--- src/rtl/flow_pkg.sv ---
package flow_pkg;
  localparam int DATA_W   = 8;
  localparam int NUM_PAT  = 2;
  localparam int PAT_XON  = 0;
  localparam int PAT_XOFF = 1;
  localparam int NUM_PREG = NUM_PAT * 2;
  localparam int PIDX_W   = $clog2(NUM_PREG);
  localparam int ADDR_W   = 3;
  localparam logic [ADDR_W-1:0] A_LCR  = 3'd0;
  localparam logic [ADDR_W-1:0] A_MODE = 3'd1;
  localparam logic [ADDR_W-1:0] A_PAT  = 3'd4;
  typedef logic [NUM_PREG-1:0][DATA_W-1:0] pat_bank_t;
endpackage

--- src/rtl/flow_regs.sv ---
module flow_regs
  import flow_pkg::*;
#(
  parameter logic [DATA_W-1:0] UNLOCK_VAL = 8'hBF
) (
  input  logic               clk_i,
  input  logic               rst_ni,
  input  logic               we_i,
  input  logic [ADDR_W-1:0]  addr_i,
  input  logic [DATA_W-1:0]  wdata_i,
  output logic [DATA_W-1:0]  rdata_o,
  output logic [DATA_W-1:0]  lcr_o,
  output logic [NUM_PAT-1:0] two_byte_o,
  output pat_bank_t          pat_o
);
  logic [DATA_W-1:0]  lcr_q;
  logic [NUM_PAT-1:0] mode_q;
  pat_bank_t          pat_q;
  logic               unlocked;
  logic               pat_sel;

  assign unlocked = (lcr_q == UNLOCK_VAL);
  assign pat_sel  = (addr_i >= A_PAT);

  always_ff @(posedge clk_i or negedge rst_ni) begin
    if (!rst_ni) begin
      lcr_q  <= '0;
      mode_q <= '0;
    end else if (we_i) begin
      if (addr_i == A_LCR)  lcr_q  <= wdata_i;
      if (addr_i == A_MODE) mode_q <= wdata_i[NUM_PAT-1:0];
    end
  end

  for (genvar i = 0; i < NUM_PREG; i++) begin : g_preg
    always_ff @(posedge clk_i or negedge rst_ni) begin
      if (!rst_ni)
        pat_q[i] <= '0;
      else if (we_i && unlocked && addr_i == A_PAT + ADDR_W'(i))
        pat_q[i] <= wdata_i;
    end
  end

  always_comb begin
    rdata_o = '0;
    if (addr_i == A_LCR)
      rdata_o = lcr_q;
    else if (addr_i == A_MODE)
      rdata_o = {{(DATA_W-NUM_PAT){1'b0}}, mode_q};
    else if (pat_sel && unlocked)
      rdata_o = pat_q[addr_i[PIDX_W-1:0]];
  end

  assign lcr_o      = lcr_q;
  assign two_byte_o = mode_q;
  assign pat_o      = pat_q;
endmodule

--- src/rtl/flow_matcher.sv ---
module flow_matcher
  import flow_pkg::*;
(
  input  logic              clk_i,
  input  logic              rst_ni,
  input  logic              valid_i,
  input  logic [DATA_W-1:0] data_i,
  input  logic [DATA_W-1:0] first_i,
  input  logic [DATA_W-1:0] second_i,
  input  logic              two_byte_i,
  output logic              hit_o
);
  logic arm_q;
  logic eq_first;
  logic eq_second;

  assign eq_first  = (data_i == first_i);
  assign eq_second = (data_i == second_i);
  assign hit_o     = valid_i && (two_byte_i ? (arm_q && eq_second) : eq_first);

  // partial match lives exactly one received character
  always_ff @(posedge clk_i or negedge rst_ni) begin
    if (!rst_ni)
      arm_q <= 1'b0;
    else if (valid_i)
      arm_q <= two_byte_i && eq_first;
  end
endmodule

--- src/rtl/flow_txgate.sv ---
module flow_txgate
  import flow_pkg::*;
(
  input  logic              clk_i,
  input  logic              rst_ni,
  input  logic              valid_i,
  input  logic [DATA_W-1:0] data_i,
  input  logic              xon_hit_i,
  input  logic              xoff_hit_i,
  output logic              valid_o,
  output logic [DATA_W-1:0] data_o,
  output logic              ctrl_hit_o,
  output logic              tx_allow_o
);
  logic any_hit;
  assign any_hit = xon_hit_i || xoff_hit_i;

  always_ff @(posedge clk_i or negedge rst_ni) begin
    if (!rst_ni) begin
      valid_o    <= 1'b0;
      data_o     <= '0;
      ctrl_hit_o <= 1'b0;
      tx_allow_o <= 1'b1;
    end else begin
      valid_o    <= valid_i && !any_hit;
      ctrl_hit_o <= any_hit;
      if (valid_i) data_o <= data_i;
      if (xoff_hit_i)     tx_allow_o <= 1'b0;
      else if (xon_hit_i) tx_allow_o <= 1'b1;
    end
  end
endmodule

--- src/rtl/flow_xonxoff_detect.sv ---
module flow_xonxoff_detect
  import flow_pkg::*;
#(
  parameter logic [DATA_W-1:0] UNLOCK_VAL = 8'hBF
) (
  input  logic              clk_i,
  input  logic              rst_ni,
  input  logic              reg_we_i,
  input  logic [ADDR_W-1:0] reg_addr_i,
  input  logic [DATA_W-1:0] reg_wdata_i,
  output logic [DATA_W-1:0] reg_rdata_o,
  input  logic              rx_valid_i,
  input  logic [DATA_W-1:0] rx_data_i,
  output logic              rx_valid_o,
  output logic [DATA_W-1:0] rx_data_o,
  output logic              ctrl_hit_o,
  output logic              tx_allow_o
);
  logic [DATA_W-1:0]  lcr_q;
  logic [NUM_PAT-1:0] two_byte;
  pat_bank_t          pat_q;
  logic [NUM_PAT-1:0] hit;

  flow_regs #(.UNLOCK_VAL(UNLOCK_VAL)) u_regs (
    .clk_i      (clk_i),
    .rst_ni     (rst_ni),
    .we_i       (reg_we_i),
    .addr_i     (reg_addr_i),
    .wdata_i    (reg_wdata_i),
    .rdata_o    (reg_rdata_o),
    .lcr_o      (lcr_q),
    .two_byte_o (two_byte),
    .pat_o      (pat_q)
  );

  for (genvar p = 0; p < NUM_PAT; p++) begin : g_match
    flow_matcher u_match (
      .clk_i      (clk_i),
      .rst_ni     (rst_ni),
      .valid_i    (rx_valid_i),
      .data_i     (rx_data_i),
      .first_i    (pat_q[2*p]),
      .second_i   (pat_q[2*p+1]),
      .two_byte_i (two_byte[p]),
      .hit_o      (hit[p])
    );
  end

  flow_txgate u_gate (
    .clk_i      (clk_i),
    .rst_ni     (rst_ni),
    .valid_i    (rx_valid_i),
    .data_i     (rx_data_i),
    .xon_hit_i  (hit[PAT_XON]),
    .xoff_hit_i (hit[PAT_XOFF]),
    .valid_o    (rx_valid_o),
    .data_o     (rx_data_o),
    .ctrl_hit_o (ctrl_hit_o),
    .tx_allow_o (tx_allow_o)
  );
endmodule

--- config.mk ---
export PLATFORM = sky130hd
export DESIGN_NAME = flow_xonxoff_detect
export DESIGN_NICKNAME = d
export VERILOG_FILES = /design/src/rtl/flow_pkg.sv /design/src/rtl/flow_regs.sv /design/src/rtl/flow_matcher.sv /design/src/rtl/flow_txgate.sv /design/src/rtl/flow_xonxoff_detect.sv
export SDC_FILE = /design/constraint.sdc
export NUM_CORES = 1
export LEC_CHECK = 0
export BUFFER_PORTS_ARGS = -buffer_cell sky130_fd_sc_hd__buf_2
export CORE_ASPECT_RATIO = 0.9
export CORE_MARGIN = 3
export CORE_UTILIZATION = 45
export DETAILED_ROUTE_END_ITERATION = 8
export GPL_ROUTABILITY_DRIVEN = 0
export PLACE_DENSITY = 0.65
export SYNTH_ARGS = -nofsm -noshare
export SYNTH_HDL_FRONTEND = slang
export SYNTH_HIERARCHICAL = 1
export SYNTH_SLANG_ARGS = --single-unit
--- constraint.sdc ---
create_clock -name clk_i -period 1.9 [get_ports clk_i]
set_input_delay 0 -clock clk_i [delete_from_list [all_inputs] [get_ports clk_i]]
set_output_delay 0 -clock clk_i [all_outputs]
set_load 0.005 [all_outputs]
==> results.py, run 1 <==
metrics = {
    "pwr": {
        "p_per_area_nw_per_um2": 668,
        "max-vdd-ir-drop_mv": 0.351,
        "leakage_uw": 0.00166,
    },
    "global_routing": {
        "grt_max_degree": 56,
        "grt_pass1_vias": 1996,
        "antenna_found_initial": 0,
        "grt_usage_pct": 18.5,
        "grt.overflow.total": 0,
        "grt_pass1_wl_mm": 10.6,
    },
    "setup_path": {
        "path_delay_family": "simple AND/OR/NAND/NOR gates",
        "cpMaxStageDelayCell": "dfrtp_1",
        "slowest_delay_ns": 0.40,
        "crit_arrival_ns": 1.79,
        "cp_cell_sequence": "nand2b_1 > nor3_2 > buf_4 > o2bb2ai_1 > buf_2",
        "critPathBufInv": 2,
        "crit_fanout": 5,
        "crit_required_ns": 1.90,
        "start_kind": "register",
        "r2r-start": "u_regs/lcr_o[6]",
        "criticalPathCategory": "register to primary output",
        "setup.worst_path.start": "u_regs/lcr_o[6]",
        "setup.worst_path.end_class": "primary output",
    },
    "timing": {
        "relSlewSlack_pct": 53.9,
        "max_freq_ghz": 0.558,
        "setup_viol": 0,
        "hold_slack_ns": 0.0162,
        "hold_viol_final": 0,
        "fin_worst_skew_ns": 0.0122,
        "drv_slew": 0,
        "fin_crit_sh_pct": 94.4,
        "period_minus_slack_ns": 1.79,
        "tightest_slew_ns": 0.691,
    },
    "logic_synthesis": {
        "synth_edf_count": 0,
        "syn_inst": 205,
        "ys_async_sr_fraction_pct": 100,
        "ys_ff_latch": 55,
        "yosys_warnings": 6,
        "syn_avg_cell_area_um2": 14.3,
        "syn_nets": 228,
        "ys_seq_area_share_pct": 47.2,
        "synth_ff_type": "dfrtp_1",
        "synth_area_um2": 2920,
        "ys_types": 34,
    },
    "cts": {
        "cts_inserted_buffers": 5,
        "clk_latency_ns": 0.31,
        "cts_tree": "done",
        "clock-sinks": 55,
        "cts_max_level": 2,
        "cts_buffer_depth": 2,
        "clkSlewWorstSetupHoldPaths_ns": 0.10,
        "cts-root-buf": "clkbuf_8",
    },
    "floorplanning": {
        "die_area_um2": 7500,
        "die_h_um": 82.4,
        "rows": 27,
        "coreArea_um2": 6220,
        "initial_core_util_pct": 47.0,
        "die_w_um": 90.9,
        "io_pins": 42,
    },
    "job": {
        "maxCapViolCount": 0,
    },
    "final_layout": {
        "finalNetCount": 284,
        "final_util_pct": 54.7,
        "regArea_um2": 1380,
        "area_growth_pct": 16.3,
        "drive_gt1_share_pct": 48.1,
        "layout_commonest_cell": "dfrtp_1",
        "multiInputGateArea_um2": 1490,
        "antenna_cells": 0,
        "final_cell_mix": "54 x dfrtp_1, 41 x buf_2, 39 x mux2_2",
        "layout.cells.non_filler": 349,
        "fillerInstances": 572,
    },
    "detailed_routing": {
        "drt_wl_total_mm": 6.57,
        "wl_per_cell_um": 18.8,
        "post_drt_via_cell_ratio": 5.35,
        "detail-route-antenna-nets": 0,
        "vias": 1867,
        "firstDrtPassIters": 4,
        "drc_errors": 0,
        "drtIter0Drc": 107,
    },
    "place": {
        "dpl.hpwl_mm": 4.88,
        "io_buffers": 41,
        "placedCellCount": 336,
    },
    "hold_path": {
        "hold_class": "input port to register",
        "worstHoldStart": "reg_wdata_i[5]",
    },
    "outcome": {
        "outcome": "complete, no violations",
    },
}
==> what timing repair did <==
item                                    4_1_cts  5_1_grt
endpoints found under the setup margin        0        7
endpoints found under the hold margin        66        1
setup buffers                                 0        0
resized for setup                             0        1
hold buffers                                  4        1
==> worst register-to-register path: stages, from the launching register on <==
cell and delay (ns):
dfrtp_1 0.40, nand2b_1 0.33, nor4_4 0.34, buf_4 0.23, mux2_2 0.35
==> kinds of logic after synthesis <==
| kind of cell | synth area share [%] |
|---|---|
| AND/OR/NAND/NOR | 9.98 |
| flip-flops | 47.2 |
| buffers and inverters | 1.88 |
| XOR/XNOR | 9.59 |
| multiplexers | 26.6 |
| AO/OA/AOI/OAI | 4.80 |
==> registers in the layout, summed over array words and instances, names as in the netlist <==
signal                 count
u_regs/pat_o              32
g_match.u_match/arm_q      2
u_gate/data_o              8
u_regs/two_byte_o          2
u_gate/tx_allow_o          1
u_gate/ctrl_hit_o          1
u_regs/lcr_o               8
u_gate/valid_o             1
==> synth_stat cells, types with 3 or more instances <==
cell type,number,area [µm²]
mux4_2,7,158
o2bb2ai_1,4,35.0
nor4_4,4,85.1
xnor2_1,6,52.6
mux2_4,8,120
nor4_1,8,50.1
a22o_1,6,52.6
mux2_1,3,33.8
dfrtp_1,54,1350
nand3_1,5,25.0
nor2_1,3,11.3
mux2_2,39,439
xor2_1,26,228
nand2_1,4,15.0
inv_1,3,11.3
==> per-stage QoR <==
stage / TNS, ns / setup slack (ns) / cell area, µm² / power, µW
after global routing: -0.0456 / -0.0281 / 3400 / 2390
after floorplan: 0 / 0.251 / 2920 / 1520
after CTS: 0 / 0.0690 / 3380 / 2300
final: 0 / 0.107 / 3400 / 2270
after detailed placement: 0 / 0.146 / 3260 / 1660
after global placement: 0 / 0.180 / 3260 / 1660
==> where the power goes <==
group | switching, µW | internal [µW] | leakage [µW]
Clock | 373 | 254 | 0.0000477
Sequential | 69.1 | 1240 | 0.000725
Combinational | 175 | 157 | 0.000890
Total | 618 | 1650 | 0.00166
==> layer usage <==
layer | up-vias | track usage, % | part of all wire (%)
li1 | 871 | - | -
met1 | 948 | 26.2 | 47
met2 | 46 | 30.3 | 48
met3 | 2 | 3.35 | 4.7
met4 | 0 | 3.61 | 0.38
met5 | - | 0 | 0
==> final timing paths <==
path | end | slack (ns) | depth (start not counted)
min reg2reg | g_match[0].u_match/arm_q | 0.50 | 1
min | u_regs/lcr_o[5] | 0.02 | 2
max reg2reg | u_regs/pat_o[8] | 0.14 | 4
min in group asynchronous | u_regs/pat_o[3] | 0.34 | 3
max in group asynchronous | u_regs/pat_o[13] | 1.08 | 3
max | reg_rdata_o[1] | 0.11 | 5
==> area by class of cell <==
class / instances / area share [%]
Timing Repair Buffer: 55 / 9.50
Sequential cell: 55 / 40.5
Clock inverter: 3 / 0.442
Clock buffer: 5 / 2.03
Multi-Input combinational cell: 141 / 44.0
Tap cell: 87 / 3.20
Inverter: 3 / 0.331
(Power assumes the default switching activity.)
==> run 2: changes to the inputs <==
--- a/config.mk
+++ b/config.mk
@@ -7,7 +7,6 @@
 export LEC_CHECK = 0
 export BUFFER_PORTS_ARGS = -buffer_cell sky130_fd_sc_hd__buf_2
 export CORE_ASPECT_RATIO = 0.9
-export CORE_MARGIN = 3
 export CORE_UTILIZATION = 45
 export DETAILED_ROUTE_END_ITERATION = 8
 export GPL_ROUTABILITY_DRIVEN = 0
==> constraint.sdc (replaced) <==
create_clock -name clk_i -period 1.9 [get_ports clk_i]
set_input_delay 0 -clock clk_i [delete_from_list [all_inputs] [get_ports clk_i]]
set_output_delay 0 -clock clk_i [all_outputs]
set_load 0.02 [all_outputs]
==> run 2 against run 1 <==
Maximum frequency rose by 2.3%. Die area fell by 9.0%. Worst hold slack improved by 0.00079 ns. Total power rose by 4.8%. Final cell count fell by 0.29%. Utilization rose by 0.54 points. Largest power group unchanged.
==> results.py, run 2 (same netlist as run 1, synthesis figures left out) <==
metrics = {
    "setup_path": {
        "cp_cell_sequence": "nand2b_2 > nor3_4 > buf_4 > o2bb2ai_1 > buf_2",
        "r2r_end": "u_regs/pat_o[20]",
        "criticalPathCategory": "register to primary output",
        "critPathBufInv": 2,
        "slowest_delay_ns": 0.41,
        "ff2ff_path_depth": 4,
        "crit_arrival_ns": 1.75,
        "crit_required_ns": 1.90,
        "r2r-start": "u_regs/lcr_o[6]",
        "crit_fanout": 5,
        "setup.worst_path.end_class": "primary output",
        "cpMaxStageDelayCell": "dfrtp_1",
        "path_delay_family": "simple AND/OR/NAND/NOR gates",
        "regToRegSetupSlack_ns": 0.18,
        "start_kind": "register",
    },
    "detailed_routing": {
        "drtIter0Drc": 63,
        "post_drt_via_cell_ratio": 5.38,
        "drt_wl_total_mm": 6.64,
        "detail-route-antenna-nets": 0,
        "wl_per_cell_um": 19.1,
        "firstDrtPassIters": 4,
        "vias": 1873,
        "drc_errors": 0,
    },
    "global_routing": {
        "grtUsageMet3_pct": 3.79,
        "use_met1_pct": 31.0,
        "grt_max_degree": 56,
        "grt.overflow.total": 0,
        "antenna_found_initial": 0,
        "grt_pass1_vias": 1877,
        "gr-usage-met2_pct": 33.0,
        "grt_usage_pct": 21.4,
        "grt_pass1_wl_mm": 10.5,
        "top_usage_layer": "met2",
    },
    "timing": {
        "period_minus_slack_ns": 1.75,
        "fin_crit_sh_pct": 92.2,
        "hold_viol_final": 0,
        "rsz0062_at_grt": "false",
        "max_freq_ghz": 0.571,
        "setup_viol": 0,
        "fin_worst_skew_ns": 0.00793,
        "tns_ns": 0,
        "hold_slack_ns": 0.0170,
        "setup_ws_ns": 0.148,
        "drv_slew": 0,
        "relSlewSlack_pct": 53.6,
        "tightest_slew_ns": 0.696,
    },
    "final_layout": {
        "largest_reg_flops": 32,
        "layout_commonest_cell": "dfrtp_1",
        "drive_gt1_share_pct": 48.3,
        "area_growth_pct": 16.8,
        "final_util_pct": 55.2,
        "fillerInstances": 533,
        "finalNetCount": 283,
        "multiInputGateArea_um2": 1500,
        "final_cell_mix": "54 x dfrtp_1, 41 x buf_2, 39 x mux2_2",
        "antenna_cells": 0,
        "regArea_um2": 1380,
    },
    "floorplanning": {
        "die_h_um": 78.4,
        "die_area_um2": 6820,
        "die_w_um": 86.9,
        "coreArea_um2": 6180,
        "rows": 27,
        "initial_core_util_pct": 47.3,
        "io_pins": 42,
    },
    "cts": {
        "cts_max_level": 2,
        "cts-root-buf": "clkbuf_8",
        "cts_tree": "done",
        "clkSlewWorstSetupHoldPaths_ns": 0.09,
        "cts_inserted_buffers": 5,
        "cts_buffer_depth": 2,
        "clk_latency_ns": 0.31,
        "clock-sinks": 55,
    },
    "hold_path": {
        "whs_endpoint": "u_regs/pat_o[30]",
        "worstHoldStart": "reg_wdata_i[6]",
        "holdPathStages": 2,
        "hold_class": "input port to register",
    },
    "pwr": {
        "leakage_uw": 0.00167,
        "max-vdd-ir-drop_mv": 0.400,
        "p_per_area_nw_per_um2": 697,
        "total_power_uw": 2380,
    },
    "outcome": {
        "outcome": "complete, no violations",
    },
    "place": {
        "post-place-ws_ns": 0.123,
        "dpl.hpwl_mm": 4.81,
        "io_buffers": 41,
    },
    "job": {
        "maxCapViolCount": 0,
    },
}
[run 2: changes by cell type in the layout (fill, tap and decap cells not counted), sizes merged]
cell,change
clkbuf,+3
clkinv,-3
dlygate4sd3,-1
[run 2: metrics by stage]
| stage | instances | instance area (µm²) |
|---|---|---|
| after floorplan | 205 | 2920 |
| after global placement | 336 | 3260 |
| after detailed placement | 336 | 3260 |
| after CTS | 348 | 3400 |
| after global routing | 348 | 3410 |
| final | 348 | 3410 |
[run 2: layout make-up]
class	instances	share of cell area, %
Clock buffer	8	2.93
Inverter	3	0.330
Multi-Input combinational cell	141	44.0
Sequential cell	55	40.4
Timing Repair Buffer	54	9.16
Tap cell	87	3.19
[run 2: report_power, final]
part	switching [µW]	internal [µW]
registers	70.2	1240
logic	215	159
clock network	360	333
total	645	1730
[run 2: worst max path at each step]
| stage | start | endpoint | slack, ns | cells after the start |
|---|---|---|---|---|
| floorplan | u_regs/lcr_o[6] | u_regs/pat_o[24] | 0.25 | 4 |
| global placement | u_regs/lcr_o[6] | u_regs/pat_o[2] | 0.18 | 4 |
| detailed placement | u_regs/lcr_o[6] | u_regs/pat_o[17] | 0.12 | 4 |
| CTS | u_regs/lcr_o[6] | reg_rdata_o[1] | 0.05 | 5 |
| global route | u_regs/lcr_o[6] | reg_rdata_o[1] | 0.007 | 5 |
| finish | u_regs/lcr_o[6] | reg_rdata_o[1] | 0.15 | 5 |
[run 2: timing repair]
item | 4_1_cts | 5_1_grt
setup endpoints to repair | 3 | 8
buffers inserted | 0 | 0
hold endpoints to repair | 65 | 0
gates resized for setup | 1 | 2
hold buffers | 4 | 0
[run 2: routing by layer]
layer  wire length (µm)  vias to the layer above
met2               3110                       52
met1               3180                      940
met4                 65                        0
li1                   -                      875
met5                  0                        -
met3                279                        6
